File: config.mk
export PLATFORM = sky130hd
export DESIGN_NAME = twm_writer
export DESIGN_NICKNAME = d
export VERILOG_FILES = /design/src/rtl/twm_pkg.sv /design/src/rtl/twm_sync.sv /design/src/rtl/twm_busmon.sv /design/src/rtl/twm_writer.sv
export SDC_FILE = /design/constraint.sdc
export NUM_CORES = 1
export LEC_CHECK = 0
export BUFFER_PORTS_ARGS = -buffer_cell sky130_fd_sc_hd__buf_2
export CELL_PAD_IN_SITES_DETAIL_PLACEMENT = 1
export CELL_PAD_IN_SITES_GLOBAL_PLACEMENT = 1
export CORE_MARGIN = 2
export CORE_UTILIZATION = 47
export DETAILED_ROUTE_END_ITERATION = 8
export PLACE_DENSITY_LB_ADDON = 0.1
export SLEW_MARGIN = 20
export SYNTH_ARGS = -nofsm -noshare
export SYNTH_HDL_FRONTEND = slang
export SYNTH_SLANG_ARGS = --single-unit
File: constraint.sdc
create_clock -name clk -period 4.5 [get_ports clk]
set_input_delay 0.225 -clock clk [delete_from_list [all_inputs] [get_ports clk]]
set_output_delay 0.225 -clock clk [all_outputs]
set_load 0.005 [all_outputs]
File: src/rtl/twm_pkg.sv
package twm_pkg;

    localparam int ADDR_W = 7;
    localparam int BYTE_W = 8;

    typedef enum logic [2:0] {
        FLT_NONE      = 3'd0,
        FLT_SCL_LOW   = 3'd1,
        FLT_SDA_LOW   = 3'd2,
        FLT_NO_ACK    = 3'd3,
        FLT_STOP_HELD = 3'd4
    } fault_e;

    typedef struct packed {
        logic   flag;
        fault_e code;
    } fault_t;

    typedef enum logic [3:0] {
        ST_IDLE, ST_WAIT, ST_SREL, ST_SHIGH, ST_SDROP,
        ST_LOW, ST_RISE, ST_HIGH,
        ST_PLOW, ST_PRISE, ST_PHIGH, ST_PREL, ST_END
    } phase_e;

    // Keep the stored fault unless none is held yet.
    function automatic fault_t fault_keep_first(fault_t cur, fault_e fresh);
        fault_t r;
        r = cur;
        if (!cur.flag && fresh != FLT_NONE) begin
            r.flag = 1'b1;
            r.code = fresh;
        end
        return r;
    endfunction

endpackage

File: src/rtl/twm_sync.sv
module twm_sync #(
    parameter int LINES  = 2,
    parameter int STAGES = 2
) (
    input  logic             clk,
    input  logic             rst,
    input  logic [LINES-1:0] d_in,
    output logic [LINES-1:0] q_out
);
    for (genvar g = 0; g < LINES; g++) begin : g_line
        logic [STAGES-1:0] sh;
        always_ff @(posedge clk) begin
            if (rst) sh <= '1;
            else     sh <= {sh[STAGES-2:0], d_in[g]};
        end
        assign q_out[g] = sh[STAGES-1];
    end
endmodule

File: src/rtl/twm_busmon.sv
module twm_busmon (
    input  logic clk,
    input  logic rst,
    input  logic scl_s,
    input  logic sda_s,
    output logic bus_free
);
    logic scl_p, sda_p;
    logic start_c, stop_c;

    assign start_c = scl_s && scl_p &&  sda_p && !sda_s;
    assign stop_c  = scl_s && scl_p && !sda_p &&  sda_s;

    always_ff @(posedge clk) begin
        if (rst) begin
            scl_p    <= 1'b1;
            sda_p    <= 1'b1;
            bus_free <= 1'b1;
        end else begin
            scl_p <= scl_s;
            sda_p <= sda_s;
            if (start_c)     bus_free <= 1'b0;
            else if (stop_c) bus_free <= 1'b1;
        end
    end
endmodule

File: src/rtl/twm_writer.sv
module twm_writer
    import twm_pkg::*;
#(
    parameter int HALF      = 8,
    parameter int STUCK_MAX = 1000
) (
    input  logic              clk,
    input  logic              rst,
    input  logic              req,
    input  logic [ADDR_W-1:0] addr,
    input  logic [BYTE_W-1:0] data,
    output logic              busy,
    output logic              done,
    output logic              err_flag,
    output logic [2:0]        err_code,
    output logic              arb_lost,
    input  logic              scl_in,
    input  logic              sda_in,
    output logic              scl_oe,
    output logic              sda_oe
);
    localparam int CMAX  = (STUCK_MAX > HALF) ? STUCK_MAX : HALF;
    localparam int CW    = $clog2(CMAX + 1);
    localparam int SETUP = 2;   // cycles after pulling SCL before SDA may move

    logic [1:0]        line_s;
    logic              scl_s, sda_s, bus_free;
    phase_e            state;
    logic [CW-1:0]     cnt;
    logic [BYTE_W-1:0] tx_q, data_q;
    logic [3:0]        bit_idx;
    logic              second_q, lost_q;
    fault_t            err_q;
    fault_e            fault_now;
    logic              ack_slot, hi_exit;

    twm_sync #(.LINES(2), .STAGES(2)) u_sync (
        .clk(clk), .rst(rst), .d_in({scl_in, sda_in}), .q_out(line_s));
    assign scl_s = line_s[1];
    assign sda_s = line_s[0];

    twm_busmon u_busmon (
        .clk(clk), .rst(rst), .scl_s(scl_s), .sda_s(sda_s), .bus_free(bus_free));

    assign ack_slot = (bit_idx == 4'd8);
    assign hi_exit  = (cnt == CW'(HALF - 1)) || !scl_s;

    always_comb begin
        fault_now = FLT_NONE;
        if ((state == ST_SREL || state == ST_RISE || state == ST_PRISE) &&
            !scl_s && cnt == CW'(STUCK_MAX - 1))
            fault_now = FLT_SCL_LOW;
        else if (state == ST_HIGH && scl_s && !ack_slot && !lost_q && tx_q[7] && !sda_s)
            fault_now = FLT_SDA_LOW;
        else if (state == ST_HIGH && hi_exit && ack_slot && !lost_q && sda_s)
            fault_now = FLT_NO_ACK;
        else if (state == ST_PREL && cnt == CW'(HALF - 1) && !sda_s)
            fault_now = FLT_STOP_HELD;
    end

    always_ff @(posedge clk) begin
        if (rst) begin
            state    <= ST_IDLE;
            cnt      <= '0;
            scl_oe   <= 1'b0;
            sda_oe   <= 1'b0;
            busy     <= 1'b0;
            done     <= 1'b0;
            lost_q   <= 1'b0;
            second_q <= 1'b0;
            bit_idx  <= '0;
            tx_q     <= '0;
            data_q   <= '0;
            err_q    <= '{flag: 1'b0, code: FLT_NONE};
        end else begin
            done <= 1'b0;
            if (state == ST_IDLE && req) err_q <= '{flag: 1'b0, code: FLT_NONE};
            else                         err_q <= fault_keep_first(err_q, fault_now);
            case (state)
                ST_IDLE: if (req) begin
                    busy     <= 1'b1;
                    tx_q     <= {addr, 1'b0};
                    data_q   <= data;
                    lost_q   <= 1'b0;
                    second_q <= 1'b0;
                    bit_idx  <= '0;
                    state    <= ST_WAIT;
                end
                ST_WAIT: if (bus_free) begin
                    cnt   <= '0;
                    state <= ST_SREL;
                end
                ST_SREL: begin
                    if (fault_now == FLT_SCL_LOW) state <= ST_END;
                    else if (scl_s && sda_s) begin
                        cnt   <= '0;
                        state <= ST_SHIGH;
                    end else if (!scl_s) cnt <= cnt + 1'b1;
                    else cnt <= '0;
                end
                ST_SHIGH: begin
                    cnt <= cnt + 1'b1;
                    if (cnt == CW'(HALF - 1)) begin
                        sda_oe <= 1'b1;
                        cnt    <= '0;
                        state  <= ST_SDROP;
                    end
                end
                ST_SDROP: begin
                    cnt <= cnt + 1'b1;
                    if (cnt == CW'(HALF - 1)) begin
                        scl_oe <= 1'b1;
                        cnt    <= '0;
                        state  <= ST_LOW;
                    end
                end
                ST_LOW: begin
                    cnt <= cnt + 1'b1;
                    if (cnt == CW'(SETUP)) sda_oe <= !lost_q && !ack_slot && !tx_q[7];
                    if (cnt == CW'(HALF - 1)) begin
                        scl_oe <= 1'b0;
                        cnt    <= '0;
                        state  <= ST_RISE;
                    end
                end
                ST_RISE, ST_PRISE: begin
                    if (scl_s) begin
                        cnt   <= '0;
                        state <= (state == ST_RISE) ? ST_HIGH : ST_PHIGH;
                    end else if (fault_now == FLT_SCL_LOW) begin
                        sda_oe <= 1'b0;
                        state  <= ST_END;
                    end else cnt <= cnt + 1'b1;
                end
                ST_HIGH: begin
                    if (fault_now == FLT_SDA_LOW) lost_q <= 1'b1;
                    cnt <= cnt + 1'b1;
                    if (hi_exit) begin
                        cnt <= '0;
                        if (!ack_slot) begin
                            bit_idx <= bit_idx + 4'd1;
                            tx_q    <= {tx_q[BYTE_W-2:0], 1'b0};
                            scl_oe  <= 1'b1;
                            state   <= ST_LOW;
                        end else if (lost_q) begin
                            state <= ST_END;
                        end else if (sda_s || second_q) begin
                            scl_oe <= 1'b1;
                            state  <= ST_PLOW;
                        end else begin
                            second_q <= 1'b1;
                            tx_q     <= data_q;
                            bit_idx  <= '0;
                            scl_oe   <= 1'b1;
                            state    <= ST_LOW;
                        end
                    end
                end
                ST_PLOW: begin
                    cnt <= cnt + 1'b1;
                    if (cnt == CW'(SETUP)) sda_oe <= 1'b1;
                    if (cnt == CW'(HALF - 1)) begin
                        scl_oe <= 1'b0;
                        cnt    <= '0;
                        state  <= ST_PRISE;
                    end
                end
                ST_PHIGH: begin
                    cnt <= cnt + 1'b1;
                    if (cnt == CW'(HALF - 1)) begin
                        sda_oe <= 1'b0;
                        cnt    <= '0;
                        state  <= ST_PREL;
                    end
                end
                ST_PREL: begin
                    cnt <= cnt + 1'b1;
                    if (cnt == CW'(HALF - 1)) state <= ST_END;
                end
                ST_END: begin
                    scl_oe <= 1'b0;
                    sda_oe <= 1'b0;
                    busy   <= 1'b0;
                    done   <= 1'b1;
                    state  <= ST_IDLE;
                end
                default: state <= ST_IDLE;
            endcase
        end
    end

    assign err_flag = err_q.flag;
    assign err_code = err_q.code;
    assign arb_lost = lost_q;

    // SDA is pulled low with SCL released only to form START
    p_start_only_pull_r1: assert property (@(posedge clk) disable iff (rst)
        ($rose(sda_oe) && !scl_oe) |-> ($past(state) == ST_SHIGH));

    // no progress while the last bus condition was a START
    p_wait_free_r2: assert property (@(posedge clk) disable iff (rst)
        (state == ST_WAIT && !bus_free) |=> (state == ST_WAIT));

    // both lines released while idle
    p_idle_released_r4: assert property (@(posedge clk) disable iff (rst)
        (state == ST_IDLE) |-> (!sda_oe && !scl_oe));

    // the stored fault does not change during a transfer
    p_err_sticky_r10: assert property (@(posedge clk) disable iff (rst)
        (err_q.flag && state != ST_IDLE) |=> (err_q.flag && err_q.code == $past(err_q.code)));

    // a raised flag always carries a real code
    p_code_valid_r10: assert property (@(posedge clk) disable iff (rst)
        err_q.flag |-> (err_q.code != FLT_NONE));

    // done lasts one cycle
    p_done_single_r11: assert property (@(posedge clk) disable iff (rst)
        done |=> !done);

endmodule

== Word level (Yosys, flattened, before mapping) ==
Index checks and enable logic that the tools add are counted.

* Bits in registers: 51
* Bits of input ports: 20
* Output and inout port bits: 9
* Word-level logic and storage cells: 184

* $add $sub $neg: 2
* Reductions and logical operators: 55
* Mux-type cells: 67
* Equal/unequal tests: 42

{| class="wikitable"
|+ Operators with widths
! cell !! count
|-
| $mux 4 || 22
|-
| $mux 10 || 8
|-
| $pmux 10 s6 || 1
|-
| $pmux 4 s11 || 1
|-
| $mux 8 || 5
|-
| $ne 2x2->1 const B || 15
|-
| $eq 4x4->1 const B || 6
|-
| $logic_and 1x1->1 || 23
|-
| $mux 1 || 19
|-
| $eq 4x3->1 const B || 4
|-
| $pmux 8 s2 || 1
|-
| $mux 3 || 4
|-
| $reduce_bool 6->1 || 2
|-
| $reduce_and 11->1 || 1
|-
| $add 10x1->10 const B || 1
|-
| $eq 10x10->1 const B || 1
|-
| $eq 10x2->1 const B || 1
|-
| $eq 10x3->1 const B || 1
|-
| $reduce_and 5->1 || 2
|-
| $eq 4x2->1 const B || 2
|-
| $ne 2x1->1 const B || 4
|-
| $pmux 4 s2 || 1
|-
| $logic_not 1->1 || 7
|-
| $reduce_and 7->1 || 1
|-
| 21 further kinds || 33
|}

== Longest topological paths before layout ==
Gate-level depths: netlist of the first run.

* Word-level depth: 13
* Gate-level depth with buffers: 9
* Depth with buffers taken out: 8

== Hierarchy ==
From an unflattened synthesis of the first run, not the netlist that was laid out.

* Cell total of the unflattened synthesis: 377
* Area, all modules: 2,921.6 um^2

{| class="wikitable"
|+ By module, submodules not included
! module !! area an instance (um^2) !! instances !! seq. area each (um^2) !! cells each
|-
| twm_writer || 2,701.3 || 1 || 880.8 || 357
|-
| twm_sync || 120.1 || 1 || 80.1 || 10
|-
| twm_busmon || 100.1 || 1 || 60.1 || 10
|}

== Worst setup path before layout of the first run ==
OpenSTA, ideal clock, no wires.

* Kind: flip-flop to flip-flop
* Start: register bit_idx[0]
* End: register err_q, in the netlist err_code[2]
* Buffers on the path: 1
* Period minus slack after synthesis: 1.977 ns
* Path slack: 2.523 ns
* Data arrival time: 1.857 ns
* Setup time: 0.120 ns
* Data required time: 4.380 ns
* Cell stages (with the launch flop): 10
* Cells stage by stage: dfxtp_1 > inv_1 > ha_1 > and3b_1 > buf_2 > nand2_1 > or4b_4 > a31o_1 > a21oi_1 > nor2_1

* Cells in the longest elaborated chain, start to end: 10
* Elaborated cells between the ends (all ways): 14
* Those cells by class: eq/ne: 1; mux: 3; reduce/logical: 10

{| class="wikitable"
|+ Ends and longest elaborated chain
! element !! line !! text
|-
| start, declared || twm_writer.sv:31 || <nowiki>logic [3:0] bit_idx;</nowiki>
|-
| start signal, assigned || twm_writer.sv:141 || <nowiki>bit_idx <= bit_idx + 4'd1;</nowiki>
|-
| $eq 4x4->1 * || twm_writer.sv:45 || <nowiki>assign ack_slot = (bit_idx == 4'd8);</nowiki>
|-
| $logic_not 1->1 || -- ||
|-
| $logic_and 1x1->1 (4 in a row) || twm_writer.sv:53 || <nowiki>else if (state == ST_HIGH && scl_s && !ack_slot && !lost_q && tx_q[7] && !sda_s)</nowiki>
|-
| $mux 3 * || twm_writer.sv:53 ||
|-
| $mux 3 * || twm_writer.sv:50 || <nowiki>if ((state == ST_SREL || state == ST_RISE || state == ST_PRISE) &&</nowiki>
|-
| $reduce_bool 3->1 || twm_pkg.sv:29 || <nowiki>if (!cur.flag && fresh != FLT_NONE) begin</nowiki>
|-
| $logic_and 1x1->1 || twm_pkg.sv:29 ||
|-
| end signal, assigned || twm_writer.sv:74 || <nowiki>err_q <= '{flag: 1'b0, code: FLT_NONE};</nowiki>
|-
| end signal, assigned || twm_writer.sv:77 || <nowiki>if (state == ST_IDLE && req) err_q <= '{flag: 1'b0, code: FLT_NONE};</nowiki>
|-
| end signal, assigned || twm_writer.sv:78 || <nowiki>else err_q <= fault_keep_first(err_q, fault_now);</nowiki>
|-
| end, declared || twm_writer.sv:33 || <nowiki>fault_t err_q;</nowiki>
|}

Mark *: on every way between the ends. The rest lies on a longest branch, timed or not.
A chain may end at the register's enable or synchronous reset.

== Worst setup path in the final report of the first run ==
* Start: register state[2]
* End: register bit_idx[2]

* Cells in the longest elaborated chain, start to end: 3
* Elaborated cells between the ends (all ways): 9
* Those cells by class: eq/ne: 5; mux: 1; reduce/logical: 3

{| class="wikitable"
|+ Ends and longest elaborated chain
! element !! line !! text
|-
| start, declared || twm_writer.sv:28 || <nowiki>phase_e state;</nowiki>
|-
| start signal, assigned || twm_writer.sv:129 || <nowiki>state <= (state == ST_RISE) ? ST_HIGH : ST_PHIGH;</nowiki>
|-
| $eq 4x3->1 / $logic_not 4->1 (equally long branches) || twm_writer.sv:79 || <nowiki>case (state)</nowiki>
|-
| $ne 3x3->1 (no line), or another cell as far along || -- ||
|-
| $reduce_and 5->1 (no line) || -- ||
|}

Parallel ways exist; a longest one is shown, timed or not.

==> results of run 1 <==
-- worst max-delay path, cell delays in order (launching register included) --
cell and delay (ns):
dfxtp_1 0.86, and4b_1 0.76, o21ai_0 0.25, o21a_1 0.48, or4b_1 0.59, a21oi_1 0.16
-- cell families (layout without fill, tap and decap cells) --
group | after synthesis | count (layout) | share of synthesized area [%]
buffers and inverters | 33 | 47 | 5.77
multiplexers | 1 | 1 | 0.403
adder cells (fa/ha/maj) | 4 | 4 | 1.79
AO/OA/AOI/OAI | 101 | 101 | 23.4
flip-flops | 51 | 51 | 36.5
AND/OR/NAND/NOR | 163 | 163 | 30.2
XOR/XNOR | 6 | 6 | 1.88
-- layer usage --
| metal | GRT usage [%] | up-vias | wire length (um) |
|---|---|---|---|
| li1 | - | 1304 | - |
| met3 | 3.56 | 14 | 313 |
| met1 | 32.5 | 1233 | 3450 |
| met5 | 0 | - | 0 |
| met4 | 8.14 | 0 | 158 |
| met2 | 37.0 | 59 | 3320 |
-- report_power, final --
part	leakage, nW	switching [W]	internal, W
Clock	0.0483	0.000162	0.000110
Sequential	0.415	0.0000856	0.000505
Combinational	0.636	0.000274	0.000159
Total	1.10	0.000522	0.000774
-- area by class of cell --
cell class	instances	area, um^2
timing repair buffer	28	140
inverter	11	41.3
sequential	51	1020
fill	755	2850
tap	75	93.8
clock buffer	5	68.8
clock inverter	3	18.8
multi-input combinational	275	1610
-- per-stage QoR --
stage | power (W) | instance area (um^2) | utilization [%] | cells
3_3_place_gp | 0.00102 | 2910 | 49.7 | 440
5_1_grt | 0.00140 | 3000 | 51.2 | 448
4_1_cts | 0.00131 | 3000 | 51.2 | 448
6_report | 0.00130 | 3000 | 51.2 | 448
3_5_place_dp | 0.00103 | 2910 | 49.7 | 440
2_1_floorplan | 0.000932 | 2800 | - | 359
-- flip-flops by register name (all words and copies together), names as in the netlist --
name / count
sda_oe: 1
u_sync.g_line.sh: 4
second_q: 1
err_flag: 1
bit_idx: 4
u_busmon.bus_free: 1
state: 4
err_code: 3
tx_q: 8
busy: 1
cnt: 10
done: 1
arb_lost: 1
scl_oe: 1
data_q: 8
u_busmon.scl_p: 1
u_busmon.sda_p: 1
-- layout by cell type (no fill, tap or decap), types with 7 or more instances in the layout --
cell type | Yosys | routed
nor3_1 | 11 | 11
inv_1 | 10 | 10
o21ai_0 | 10 | 10
buf_2 | 6 | 28
nor2_1 | 44 | 44
nand2_1 | 49 | 49
a31oi_1 | 8 | 8
dfxtp_1 | 51 | 51
a21oi_1 | 40 | 40
nand3_1 | 7 | 7
a311oi_1 | 8 | 8
-- worst paths after layout --
check                                end  slack, ns  depth (start not counted)
setup / recovery              bit_idx[2]       1.31                          5
hold / removal    u_sync.g_line[1].sh[0]       0.09                          2
setup reg to reg              bit_idx[2]       1.31                          5
hold reg to reg   u_sync.g_line[0].sh[1]       0.42                          1
==> metrics list, run 1 <==
* Result of the run: finished clean
- STA classifies the critical path startpoint as a flip-flop.
- The post-route netlist has 14.7% of its cells at a drive strength greater than 1.
* Arrival time at the worst endpoint: approximately 3.4 ns
* Worst vdd rail ir drop: a little under 200 uV
* Setup violations, final: 0
- Core Area: 0.00585 mm^2
* Number of instances resized during post-cts repair: 0
- Number of detailed-routing iterations run before antenna repair: 4
* Post-synth EDFFs: 0
- After synthesis the cells add up to 0.00280 mm^2.
* Flip-flop cell with the highest count after synthesis: dfxtp_1
- Die area: roughly 0.0066 mm^2
* Number of DRC markers after the initial detailed-route iteration: between 150 and 200
- At the placement stage, the worst setup path has a slack of ~1.4 ns.
* Yosys Warn Count: 0
* Avg Inst Size Synth: between 7 and 8 um^2
- The largest total area in the synthesized netlist belongs to dfxtp_1.
* Maximum capacitance violations: 0
- Tightest Hold Check Type: primary input to flip-flop
* Port Buffers: 28
- Relative slew slack: 45.9%
- After routing, the total negative slack on setup checks comes to 0 ns.
- The synthesized netlist contains between 60 and 70 unique library cells.
- Total Routing Usage GR: 23.4%
* Most area-consuming cells after synthesis: dfxtp_1, a21oi_1, nand2_1
- Of the synthesized area, sequential elements account for between 30 and 40%.
* Worst skew pair latency: roughly 0.31 ns
* Maximum number of buffers from clock root to sink: 2
* Final critical delay including setup and external delays: 3.19 ns
- Among all cell types in the netlist, the one instantiated most often is dfxtp_1.
* Origin of the critical flop-to-flop path: state[2]
- First-pass GRT wire length: between 10000 and 15000 um
- The tree built by TritonCTS fans out to slightly above 50 sinks.
* Via count of the first global-routing pass: ~2500
* Endpoint required time on the critical path: approximately 4.7 ns
- Summed over all layers, the global routing overflow is 0.
* Maximum number of pins on one net before global-route repair: between 40 and 50
- Ant. Diodes: 0
- Final critical-path share of the clock period: roughly 71%
- The final-report max-slew violation count is 0.
* Total number of vias: ~2600
- Total power density per cell area: 433 mW/mm^2
- Net count of the mapped netlist: approximately 380
- Setup repair after global routing left no endpoint under its margin.
- The final layout contains routed wiring with a total length of ~7200 um.
- The tree is rooted in a clkbuf_8.
- Synthesis handed over a netlist of between 300 and 400 instances.
- Clock skew on the completed layout was measured at about 0.0038 ns.
- Clock buffers created by TritonCTS: 5
- Htree depth: 2
* Share of async-settable or async-resettable flops after synthesis: 0%
- In this run the remaining antenna-violating nets after routing total 0.
* Initial antenna violation count: 0
* Area share of the leading cell type in the synthesized netlist: a little over a third
* Total setup buffers inserted after CTS: 0
- After clock tree synthesis, the flow added hold-fix buffers numbering 0.
- The worst hold path begins at scl_in.
* Count of endpoints failing hold in the final timing report: 0
- Layout overhead on the synthesized area: 7.20%
- Horizontal die dimension: approximately 81 um
- Least-Margin Pin Slew: about 0.81 ns
- TritonCTS clock tree: done
* Critical path origin: state[2]
* Initial core utilization: 47.8%
* Final routed DRC violation total: 0
- Endpoint kind of the worst setup timing path: flip-flop
* Highest Clock Rate: between 0.3 and 0.4 GHz
* Final net count: just under 400
- 29 I/O pins were placed.
* Largest fanout on the critical path: 25
- Average detailed-routed wire length per instance: roughly 16 um
- Synthesis inferred between 50 and 60 register bits.
- Min Hold Slack: ~0.094 ns
* Gp weighted congestion: ~0.86
- Clock-pin slew reported for the worst setup and hold paths after clock tree synthesis: 0.09 ns
* Post-route setup slack: between 1 and 1.5 ns
* Critical path class: flip-flop to flip-flop
- Floorplan row count: 28
- Total leakage power: around 1.1 nW
- Via-to-Cell Ratio: between 5 and 6
- Vertical die dimension: 81.1 um
- Once detailed placement completed, the half-perimeter wirelength came to about 5100 um.
- Most numerous cell types in the synthesized netlist: dfxtp_1, nand2_1, nor2_1
Power figures use the tool's default switching activity.
==> run 2: changes to the inputs <==
- CORE_UTILIZATION: 47 -> 43
- clock period: 4.5 -> 3.2 ns (I/O delays scaled with it)
==> metrics list, run 2 (synthesized netlist as in run 1, its figures left out) <==
* Slew Limit Fails: 0
* R2r endpoint: err_code[2]
* TritonCTS clock tree: done
- Final critical-path share of the clock period: roughly 77%
* Core Area: roughly 0.0063 mm^2
* Root Driver: clkbuf_8
- Maximum number of pins on one net before global-route repair: 44
* Setup violations, final: 0
* Endpoint kind of the worst setup timing path: flip-flop
* Detailed-placement wirelength estimate: ~5200 um
- After layout, the minimum clock period comes to 2.46 ns.
- The worst-case IR drop observed on VDD is 300 uV.
* Maximum capacitance violations: 0
* Clock share of power: about a fifth
* Setup repair after global routing missed its margin: false
* Initial antenna violation count: 0
- Summed over all failing endpoints, the final setup total negative slack is 0 ns.
* Htree depth: 2
- The count of buffers added on input and output ports is 28.
- The cell family contributing the most delay on the critical path is simple AND/OR/NAND/NOR gates.
- Number of detailed-routing iterations run before antenna repair: 5
- Delay of the slowest cell on the worst path: around 0.72 ns
- Origin of the critical flop-to-flop path: state[0]
- For the worst setup path, the data required time is approximately 3.4 ns.
- Routed Antenna Nets: 0
- Number of inserted filler cells in the final layout: 815
- Hold Startpoint: sda_in
* Horizontal die dimension: around 85 um
- For the pin with the worst max-slew slack, the measured transition is approximately 0.8 ns.
* Logic pwr share: a little over a third
* End of the worst hold path: u_sync.g_line[0].sh[0]
* Worst setup SP type: flip-flop
- The finished layout holds roughly 460 standard cells, fillers aside.
- Total setup buffers inserted after CTS: 0
- Most common cell after layout, fill and taps aside: dfxtp_1
- For this run, design rule violations remaining after detail routing come to 0.
- Area after detailed placement: 0.00295 mm^2
* Ordered cell list for the critical path: and4b_1 > buf_4 > nand2_4 > or4_1 > a31o_1 > a21oi_1 > nor2_1
- Relative contribution of sequential cells to total power: 43.6%
* Clock buffers created by TritonCTS: 5
- Worst skew pair latency: ~0.31 ns
- After detailed routing, the number of vias per cell comes to a little under 6.
* Top routing layer in use: met4
- Cells with a size suffix above 1 make up between 10% and 20% of the layout.
* Gp weighted congestion: approximately 0.86
* Number of placed I/O pins: 29
* Post-placement setup slack: between 0.7 and 0.8 ns
- Hold buffers post-CTS: 0
- Static timing analysis puts the maximum clock frequency at between 0.4 and 0.5 GHz.
- Final net count: ~400
* Total number of vias: 2673
- Data arrives at the worst endpoint at 2.67 ns.
- Commonest cells after routing, fill and taps aside: dfxtp_1, nand2_1, nor2_1
* Register with the most flip-flops: cnt
- Largest fanout on the critical path: 19
* Maximum number of buffers from clock root to sink: 2
- Number of instances resized during post-cts repair: 0
- The critical path is of the flip-flop to flip-flop type.
* Average detailed-routed wire length per instance: ~16 um
* Vertical die dimension: 84.6 um
- The final layout contains routed wiring with a total length of 7310 um.
- Min Hold Slack: roughly 0.027 ns
* Net switching share of the total power: 39.9%
* Setup slack of the most critical reg-to-reg path: about 0.74 ns
- Summing all non-filler instances in the final layout gives an area of around 0.003 mm^2.
* Reported net switching power: 0.000739 W
- Wl on met1: ~3500 um
- Once routing completed, OpenROAD measured the worst setup slack at ~0.74 ns.
- For this block, the initial DRC count from the detailed router was roughly 130.
* Total leakage power: approximately 1.1 nW
- Cell count of the worst reg-to-reg path: 7
* Internal: around 0.0011 W
* Total power density per cell area: between 600 and 700 mW/mm^2
- Tightest Hold Check Type: primary input to flip-flop
* Clock-pin slew reported for the worst setup and hold paths after clock tree synthesis: approximately 0.1 ns
- Across every metal layer, demand over resource in global routing totals between 20% and 30%.
- First-pass GRT wire length: 12400 um
* Layout overhead on the synthesized area: 8.64%
* Final worst clock skew: around 0.0086 ns
- The floorplan has 29 rows.
* Number of sinks on the clock net: 51
- WHS Path Cells: 2
* Via count of the first global-routing pass: between 2000 and 3000
* Master of the slowest instance on the critical path: dfxtp_1
- The run finished with clean final reports.
- Largest registers: cnt: 10 flops, data_q: 8 flops, tx_q: 8 flops
- Die area: between 0.007 and 0.008 mm^2
* Ant. Diodes: 0
- Summed over all nets, wire length on met3 after detailed routing comes to between 300 and 400 um.
* GR Overflow Total: 0
- Counting both buffers and inverters, the worst setup path holds a total of 1.
- Post-Place Cells: roughly 450
- For this configuration, the core starts out at a cell density of ~44%.
- Measured against its own limit, the worst slew margin works out to 48.1%.
* Max reg flops: 10
* Count of endpoints failing hold in the final timing report: 0
* Routed met2 length: between 3000 and 4000 um
run 2: cell count changes in the layout (fill, tap and decap cells not counted), sizes merged:
cell  delta
buf      +5
run 2: metal layers:
layer,vias to the layer above,track usage [%]
met5,-,0
met4,0,6.93
met3,11,3.24
met2,62,34.4
met1,1286,28.8
li1,1314,-
run 2: worst max-delay path by stage:
stage	startpoint	end	slack, ns	cells past startpoint
finish	state[0]	err_code[2]	0.74	7
global route	state[0]	cnt[8]	0.54	6
CTS	state[0]	err_code[2]	0.76	7
detailed placement	state[0]	err_code[2]	0.77	7
global placement	state[0]	err_code[2]	0.82	7
floorplan	bit_idx[0]	err_code[2]	1.22	9
run 2: cell type report:
cell class	count	area (um^2)	share of cell area [%]
multi-input cells	275	1610	53.1
flip-flops and latches	51	1020	33.6
repair buffers	33	178	5.85
well taps	77	96.3	3.17
clock buffers	5	68.8	2.27
inverters	11	41.3	1.36
clock inverters	3	18.8	0.618
run 2: per-stage QoR:
step           total power (W)  util (%)
2_1_floorplan          0.00131         -
3_3_place_gp           0.00148      46.7
3_5_place_dp           0.00149      46.7
4_1_cts                0.00187      48.1
5_1_grt                0.00199      48.1
6_report               0.00185      48.1
run 2: power by group through the flow:
stage          sequential [W]  clock (W)  combinational, W
2_1_floorplan        0.000763          0          0.000548
3_3_place_gp         0.000818          0          0.000659
3_5_place_dp         0.000822          0          0.000665
4_1_cts              0.000807   0.000396          0.000669
5_1_grt              0.000823   0.000417          0.000746
6_report             0.000807   0.000379          0.000667
run 2: worst register-to-register path: stages (launching register included):
cell     delay, ns
dfxtp_1       0.72
and4b_1       0.31
buf_4         0.24
nand2_4       0.08
or4_1         0.58
a31o_1        0.25
a21oi_1       0.14
nor2_1        0.05
